==> config.mk <==
export PLATFORM = sky130hd
export DESIGN_NAME = fpa22_adder
export DESIGN_NICKNAME = d
export VERILOG_FILES = /design/src/rtl/fpa22_pkg.sv /design/src/rtl/fpa22_classify.sv /design/src/rtl/fpa22_align.sv /design/src/rtl/fpa22_addnorm.sv /design/src/rtl/fpa22_adder.sv
export SDC_FILE = /design/constraint.sdc
export NUM_CORES = 1
export LEC_CHECK = 0
export ABC_AREA = 1
export CORE_UTILIZATION = 25
export CTS_BUF_LIST = sky130_fd_sc_hd__clkbuf_8
export DETAILED_ROUTE_END_ITERATION = 10
export PLACE_DENSITY = 0.49
export SETUP_SLACK_MARGIN = 0.3
export SLEW_MARGIN = 20
export SYNTH_ARGS = -nofsm -noshare
export SYNTH_HDL_FRONTEND = slang
export SYNTH_SLANG_ARGS = --single-unit
==> constraint.sdc <==
create_clock -name clk -period 12.65 [get_ports clk]
set_input_delay 1.8975 -clock clk [delete_from_list [all_inputs] [get_ports clk]]
set_output_delay 1.8975 -clock clk [all_outputs]
set_load 0.03 [all_outputs]
==> src/rtl/fpa22_pkg.sv <==
package fpa22_pkg;
  typedef enum logic [1:0] {
    CLS_ZERO = 2'd0,
    CLS_NORM = 2'd1,
    CLS_INF  = 2'd2,
    CLS_NAN  = 2'd3
  } fp_cls_e;
endpackage

==> src/rtl/fpa22_classify.sv <==
module fpa22_classify
  import fpa22_pkg::*;
#(
  parameter int EXP_W  = 7,
  parameter int FRAC_W = 14,
  localparam int WORD_W = 1 + EXP_W + FRAC_W
) (
  input  logic [WORD_W-1:0] word_i,
  output fp_cls_e           cls_o,
  output logic [EXP_W-1:0]  exp_o,
  output logic [FRAC_W:0]   mant_o
);
  logic [EXP_W-1:0]  fld_e;
  logic [FRAC_W-1:0] fld_f;

  assign fld_e = word_i[WORD_W-2 -: EXP_W];
  assign fld_f = word_i[FRAC_W-1:0];

  always_comb begin
    if (fld_e == '1)      cls_o = (fld_f == '0) ? CLS_INF : CLS_NAN;
    else if (fld_e == '0) cls_o = CLS_ZERO;
    else                  cls_o = CLS_NORM;
    // zero and denormal patterns collapse to a true zero
    exp_o  = (cls_o == CLS_NORM) ? fld_e : '0;
    mant_o = (cls_o == CLS_NORM) ? {1'b1, fld_f} : '0;
  end
endmodule

==> src/rtl/fpa22_align.sv <==
module fpa22_align
  import fpa22_pkg::*;
#(
  parameter int EXP_W  = 7,
  parameter int FRAC_W = 14,
  localparam int WORD_W = 1 + EXP_W + FRAC_W
) (
  input  logic [WORD_W-1:0] a_i,
  input  logic [WORD_W-1:0] b_i,
  input  logic              sub_i,
  output logic              spec_o,
  output logic [WORD_W-1:0] spec_word_o,
  output logic              sign_o,
  output logic              eff_sub_o,
  output logic [EXP_W-1:0]  exp_o,
  output logic [FRAC_W:0]   big_o,
  output logic [FRAC_W:0]   small_o
);
  localparam logic [WORD_W-1:0] NAN_WORD = {1'b0, {EXP_W{1'b1}}, {(FRAC_W-1){1'b0}}, 1'b1};

  logic [WORD_W-1:0] opw [2];
  logic              sgn [2];
  fp_cls_e           cls [2];
  logic [EXP_W-1:0]  ex  [2];
  logic [FRAC_W:0]   mt  [2];

  assign opw[0] = a_i;
  assign opw[1] = b_i;
  assign sgn[0] = a_i[WORD_W-1];
  assign sgn[1] = b_i[WORD_W-1] ^ sub_i;

  for (genvar g = 0; g < 2; g++) begin : g_cls
    fpa22_classify #(.EXP_W(EXP_W), .FRAC_W(FRAC_W)) u_cls (
      .word_i (opw[g]),
      .cls_o  (cls[g]),
      .exp_o  (ex[g]),
      .mant_o (mt[g])
    );
  end

  function automatic logic [WORD_W-1:0] inf_word(input logic s);
    return {s, {EXP_W{1'b1}}, {FRAC_W{1'b0}}};
  endfunction

  always_comb begin
    spec_o      = 1'b1;
    spec_word_o = NAN_WORD;
    if (cls[0] == CLS_NAN || cls[1] == CLS_NAN) begin
      spec_word_o = NAN_WORD;
    end else if (cls[0] == CLS_INF && cls[1] == CLS_INF) begin
      spec_word_o = (sgn[0] == sgn[1]) ? inf_word(sgn[0]) : NAN_WORD;
    end else if (cls[0] == CLS_INF) begin
      spec_word_o = inf_word(sgn[0]);
    end else if (cls[1] == CLS_INF) begin
      spec_word_o = inf_word(sgn[1]);
    end else begin
      spec_o = 1'b0;
    end
  end

  logic             a_big;
  logic [EXP_W-1:0] diff;
  logic [FRAC_W:0]  sm_raw;

  always_comb begin
    a_big     = {ex[0], mt[0][FRAC_W-1:0]} >= {ex[1], mt[1][FRAC_W-1:0]};
    sign_o    = a_big ? sgn[0] : sgn[1];
    eff_sub_o = sgn[0] ^ sgn[1];
    exp_o     = a_big ? ex[0] : ex[1];
    big_o     = a_big ? mt[0] : mt[1];
    sm_raw    = a_big ? mt[1] : mt[0];
    diff      = a_big ? (ex[0] - ex[1]) : (ex[1] - ex[0]);
    small_o   = sm_raw >> diff;
  end
endmodule

==> src/rtl/fpa22_addnorm.sv <==
module fpa22_addnorm #(
  parameter int EXP_W  = 7,
  parameter int FRAC_W = 14,
  localparam int WORD_W = 1 + EXP_W + FRAC_W,
  localparam int MW     = FRAC_W + 1,
  localparam int LZW    = $clog2(MW + 1),
  localparam int EW     = EXP_W + 2
) (
  input  logic              sign_i,
  input  logic              sub_i,
  input  logic [EXP_W-1:0]  exp_i,
  input  logic [FRAC_W:0]   big_i,
  input  logic [FRAC_W:0]   small_i,
  output logic [WORD_W-1:0] word_o
);
  localparam logic signed [EW-1:0] EMAX = $signed({2'b00, {EXP_W{1'b1}}});

  logic [MW:0]            sum;
  logic [LZW-1:0]         lz;
  logic signed [EW-1:0]   e_base;
  logic signed [EW-1:0]   e_n;
  logic [MW-1:0]          m_n;

  always_comb begin
    sum = sub_i ? ({1'b0, big_i} - {1'b0, small_i}) : ({1'b0, big_i} + {1'b0, small_i});
    lz  = LZW'(MW);
    for (int i = 0; i < MW; i++) begin
      if (sum[i]) lz = LZW'(MW - 1 - i);
    end
  end

  always_comb begin
    e_base = $signed({2'b00, exp_i});
    if (sum[MW]) begin
      e_n = e_base + EW'(1);
      m_n = sum[MW:1];
    end else begin
      e_n = e_base - $signed(EW'(lz));
      m_n = sum[MW-1:0] << lz;
    end
  end

  always_comb begin
    if (sum == '0)                      word_o = '0;
    else if (e_n >= EMAX)               word_o = {sign_i, {EXP_W{1'b1}}, {FRAC_W{1'b0}}};
    else if (e_n <= $signed(EW'(0)))    word_o = '0;
    else                                word_o = {sign_i, e_n[EXP_W-1:0], m_n[FRAC_W-1:0]};
  end
endmodule

==> src/rtl/fpa22_adder.sv <==
module fpa22_adder #(
  parameter int EXP_W  = 7,
  parameter int FRAC_W = 14,
  localparam int WORD_W = 1 + EXP_W + FRAC_W
) (
  input  logic              clk,
  input  logic              rst,
  input  logic              in_valid,
  output logic              in_ready,
  input  logic [WORD_W-1:0] in_a,
  input  logic [WORD_W-1:0] in_b,
  input  logic              in_sub,
  output logic              out_valid,
  input  logic              out_ready,
  output logic [WORD_W-1:0] out_data
);
  localparam logic [WORD_W-1:0] NAN_WORD = {1'b0, {EXP_W{1'b1}}, {(FRAC_W-1){1'b0}}, 1'b1};

  // stage one combinational results
  logic              c_spec, c_sign, c_sub;
  logic [WORD_W-1:0] c_spec_w;
  logic [EXP_W-1:0]  c_exp;
  logic [FRAC_W:0]   c_big, c_small;

  fpa22_align #(.EXP_W(EXP_W), .FRAC_W(FRAC_W)) u_align (
    .a_i         (in_a),
    .b_i         (in_b),
    .sub_i       (in_sub),
    .spec_o      (c_spec),
    .spec_word_o (c_spec_w),
    .sign_o      (c_sign),
    .eff_sub_o   (c_sub),
    .exp_o       (c_exp),
    .big_o       (c_big),
    .small_o     (c_small)
  );

  // stage one registers
  logic              s1_v, s1_spec, s1_sign, s1_sub;
  logic [WORD_W-1:0] s1_spec_w;
  logic [EXP_W-1:0]  s1_exp;
  logic [FRAC_W:0]   s1_big, s1_small;
  logic [WORD_W-1:0] n_word;

  fpa22_addnorm #(.EXP_W(EXP_W), .FRAC_W(FRAC_W)) u_addnorm (
    .sign_i  (s1_sign),
    .sub_i   (s1_sub),
    .exp_i   (s1_exp),
    .big_i   (s1_big),
    .small_i (s1_small),
    .word_o  (n_word)
  );

  logic out_adv, s1_adv;
  assign out_adv  = !out_valid || out_ready;
  assign s1_adv   = !s1_v || out_adv;
  assign in_ready = s1_adv;

  always_ff @(posedge clk) begin
    if (rst) begin
      s1_v      <= 1'b0;
      out_valid <= 1'b0;
    end else begin
      if (s1_adv)  s1_v      <= in_valid;
      if (out_adv) out_valid <= s1_v;
    end
  end

  always_ff @(posedge clk) begin
    if (s1_adv) begin
      s1_spec   <= c_spec;
      s1_spec_w <= c_spec_w;
      s1_sign   <= c_sign;
      s1_sub    <= c_sub;
      s1_exp    <= c_exp;
      s1_big    <= c_big;
      s1_small  <= c_small;
    end
    if (out_adv) out_data <= s1_spec ? s1_spec_w : n_word;
  end


  hold_stall_chk: assert property (@(posedge clk) disable iff (rst)
    (out_valid && !out_ready) |=> (out_valid && $stable(out_data)));


  ready_empty_chk: assert property (@(posedge clk) disable iff (rst)
    !out_valid |-> in_ready);


  zero_enc_chk: assert property (@(posedge clk) disable iff (rst)
    (out_valid && out_data[WORD_W-2 -: EXP_W] == '0) |-> (out_data == '0));


  nan_canon_chk: assert property (@(posedge clk) disable iff (rst)
    (out_valid && out_data[WORD_W-2 -: EXP_W] == '1 && out_data[FRAC_W-1:0] != '0)
      |-> (out_data == NAN_WORD));


  align_order_chk: assert property (@(posedge clk) disable iff (rst)
    (s1_v && !s1_spec) |-> (s1_small <= s1_big));
endmodule

==> impl_metrics.json <==
{
  "status": "completed",
  "syn_inst": 1076,
  "antenna_cells": 0,
  "syn_to_final_growth_pct": 16.02,
  "worst_slew_pin_slew_ps": 891.7,
  "vias": 7116,
  "rr_worst_depth": 33,
  "yosysTopAreaCell": "edfxtp_1",
  "routed_wl_mm": 21.03,
  "grt_pass1_wl_mm": 33.80,
  "synth_cell_type_count": 52,
  "crit_arrival_ps": 7070,
  "ctsHoldBuffers": 0,
  "grt-ovfl-total": 0,
  "r2r-start": "s1_small[0]",
  "setup_violations": 0,
  "ys_async_sr_fraction_pct": 0,
  "die_area_sq_mm": 0.03018,
  "slowest_delay_ps": 730,
  "cts_resized": 0,
  "critPathTopFamily": "simple AND/OR/NAND/NOR gates",
  "h-tree-depth": 3,
  "numPortBuffers": 72,
  "antenna_left": 0,
  "drcViolationCount": 0,
  "dp_cells": 1497,
  "yosys-top-cells-area": "edfxtp_1 (26%), nand2_1 (15%), nand3_1 (9.7%)",
  "synth_edf_count": 64,
  "finalNetCount": 1227,
  "clockBufferDepth": 2,
  "slew_headroom_pct": 40.41,
  "synth_seq_cells": 66,
  "maxSlewViolCount": 0,
  "wl_per_cell_um": 13.91,
  "clock_sinks": 66,
  "antenna_found_initial": 0,
  "cts_root_buffer": "clkbuf_8",
  "syn_area_per_cell_sq_um": 6.851,
  "required_ps": 12760,
  "r2r_slack_ps": 6440,
  "tritoncts": "done",
  "fin_util_pct": 29.64,
  "die_w_um": 173.7,
  "synthFlopType": "edfxtp_1",
  "cp_num_buf_inv": 4,
  "hp-class": "reg -> reg",
  "grt_pass1_vias": 6558,
  "crit_fanout": 43,
  "grt_setup_unrepaired": "no",
  "drive_above_1_share_pct": 8.156,
  "place.gp.congestion": 0.8909,
  "die_height_um": 173.7,
  "yosysSeqAreaShare_pct": 26.61,
  "place_hpwl_mm": 16.98,
  "maxCapViolCount": 0,
  "clock_latency_ps": 370,
  "grt_max_degree": 45,
  "drtIter0Drc": 569,
  "setup_tns_ps": 0,
  "synth_nets": 1179,
  "timing.rr.end": "out_data[1]",
  "coreArea_sq_mm": 0.02886,
  "cts_setup_buffers": 0,
  "cp_slowest_cell": "ha_1",
  "synth_area_sq_mm": 0.007372,
  "min-delay-start": "s1_v",
  "fin_crit_ps": 6954,
  "startpoint_type": "primary input",
  "synthTopCellsByCount": "nand2_1 (286), nand3_1 (143), inv_1 (132)",
  "start_util_pct": 25.55,
  "fin_crit_sh_pct": 54.97,
  "firstDrtPassIters": 5,
  "holdPathStages": 2,
  "synthMostInstantiatedCell": "nand2_1",
  "fill_cells": 3190,
  "path_class": "in -> reg",
  "grt_util_all_layers_pct": 13.95,
  "num_io_pins": 73,
  "synth-warning-count": 0,
  "num_rows": 62,
  "finalHoldViolCount": 0,
  "clk_pin_slew_ps": 80,
  "max_clock_freq_ghz": 0.1438,
  "holdPathEnd": "out_valid",
  "stdcell_count": 1512,
  "synth_top_area_share_pct": 26.07,
  "worstSetupEndpointType": "flop",
  "crit_chain": "clkdlybuf4s50_1 > inv_1 > nor4_1 > nand4_1 > nand2_1 > nor2_1 > ha_1 > nand4_1 > nor4_1 > nand4_1 > nand4_2 > buf_4 > inv_2 > nand2_1 > nand2_1 > nand3_1 > nand2_1 > and2_1 > nand2_1 > nand2_1 > nand3_1 > nand2_1",
  "vias_per_cell": 4.706,
  "skew_ps": 13.49,
  "critPathMostFrequentCell": "nand2_1",
  "cts_buffers": 9
}
==> flip-flops by register name (all words and copies together) (netlist names) <==
| name | cells |
|---|---|
| out_data | 22 |
| s1_v | 1 |
| s1_spec_w | 2 |
| s1_exp | 7 |
| s1_big | 15 |
| s1_sign | 1 |
| s1_small | 15 |
| out_valid | 1 |
| s1_spec | 1 |
| s1_sub | 1 |
==> worst max path at each step <==
stage / startpoint / end / cells after the start
3_3_place_gp: in_a[14] / s1_small[1] / 20
3_5_place_dp: in_a[14] / s1_small[1] / 22
4_1_cts: in_a[14] / s1_small[2] / 20
6_report: in_a[14] / s1_small[1] / 22
5_1_grt: in_a[14] / s1_small[2] / 20
2_1_floorplan: s1_small[0] / out_data[4] / 35
==> stage by stage <==
step                      hold WS [ps]  worst slack, ps  area [sq um]
final                            468.7             5696          8553
after global routing             491.5             5141          8553
after CTS                        473.5             5786          8553
after detailed placement         462.0             5396          8379
after global placement           458.8             5012          8376
after floorplan                  424.6             7432          7372
==> tightest hold or removal path, stage by stage, from the launching register on <==
cell and delay (ps):
dfxtp_1 320, inv_1 50, a21oi_1 50
==> final cells by class <==
type	instances	area (sq um)	share of cell area (%)
clock inverters	6	50.05	0.5851
repair buffers	74	735.7	8.602
flip-flops and latches	66	1962	22.94
well taps	384	480.5	5.617
inverters	149	564.3	6.597
multi-input cells	824	4637	54.21
clock buffers	9	123.9	1.448
==> layer usage <==
layer  global-route usage (%)  vias to the layer above  wire length [um]
met1                    18.66                     3199              9987
met5                        0                        -                 0
met4                    4.057                        0               360
met3                    1.732                       29              1000
met2                    23.42                      197              9676
li1                         -                     3691                 -
==> cell families (layout without fill, tap and decap cells) <==
family,Yosys count,in the layout,share of synthesized area (%)
and+or+nand+nor,593,593,37.02
buffers and inverters,186,238,10.61
AOI/OAI and AO/OA,142,142,11.83
DFF,66,66,26.61
adders and majority gates,54,54,9.572
xor gates and xnor gates,35,35,4.362
==> placed cells by master, fill, tap and decap left out, types with 3 or more instances in the layout <==
master,count
o22ai_1,20
fa_1,4
a21oi_1,47
a21oi_2,14
edfxtp_1,64
clkdlybuf4s50_1,72
nor2_1,78
clkbuf_8,9
xor2_1,22
nor4_1,10
xnor2_1,11
nor3_1,11
nand3_2,4
nand3_1,142
nand3b_1,3
inv_1,133
o211ai_1,6
o21ai_0,30
o21ai_1,6
clkinv_1,3
nand2_1,286
nor2_2,5
nand2_2,13
nand4_1,19
inv_2,16
o21ai_2,3
a21o_1,4
nor2_4,8
nand2_4,3
ha_1,50
nor3_2,4
Power is left out: the tool's default activity adds up to more than one toggle a clock period on the data nets, which glitch-free logic cannot reach.
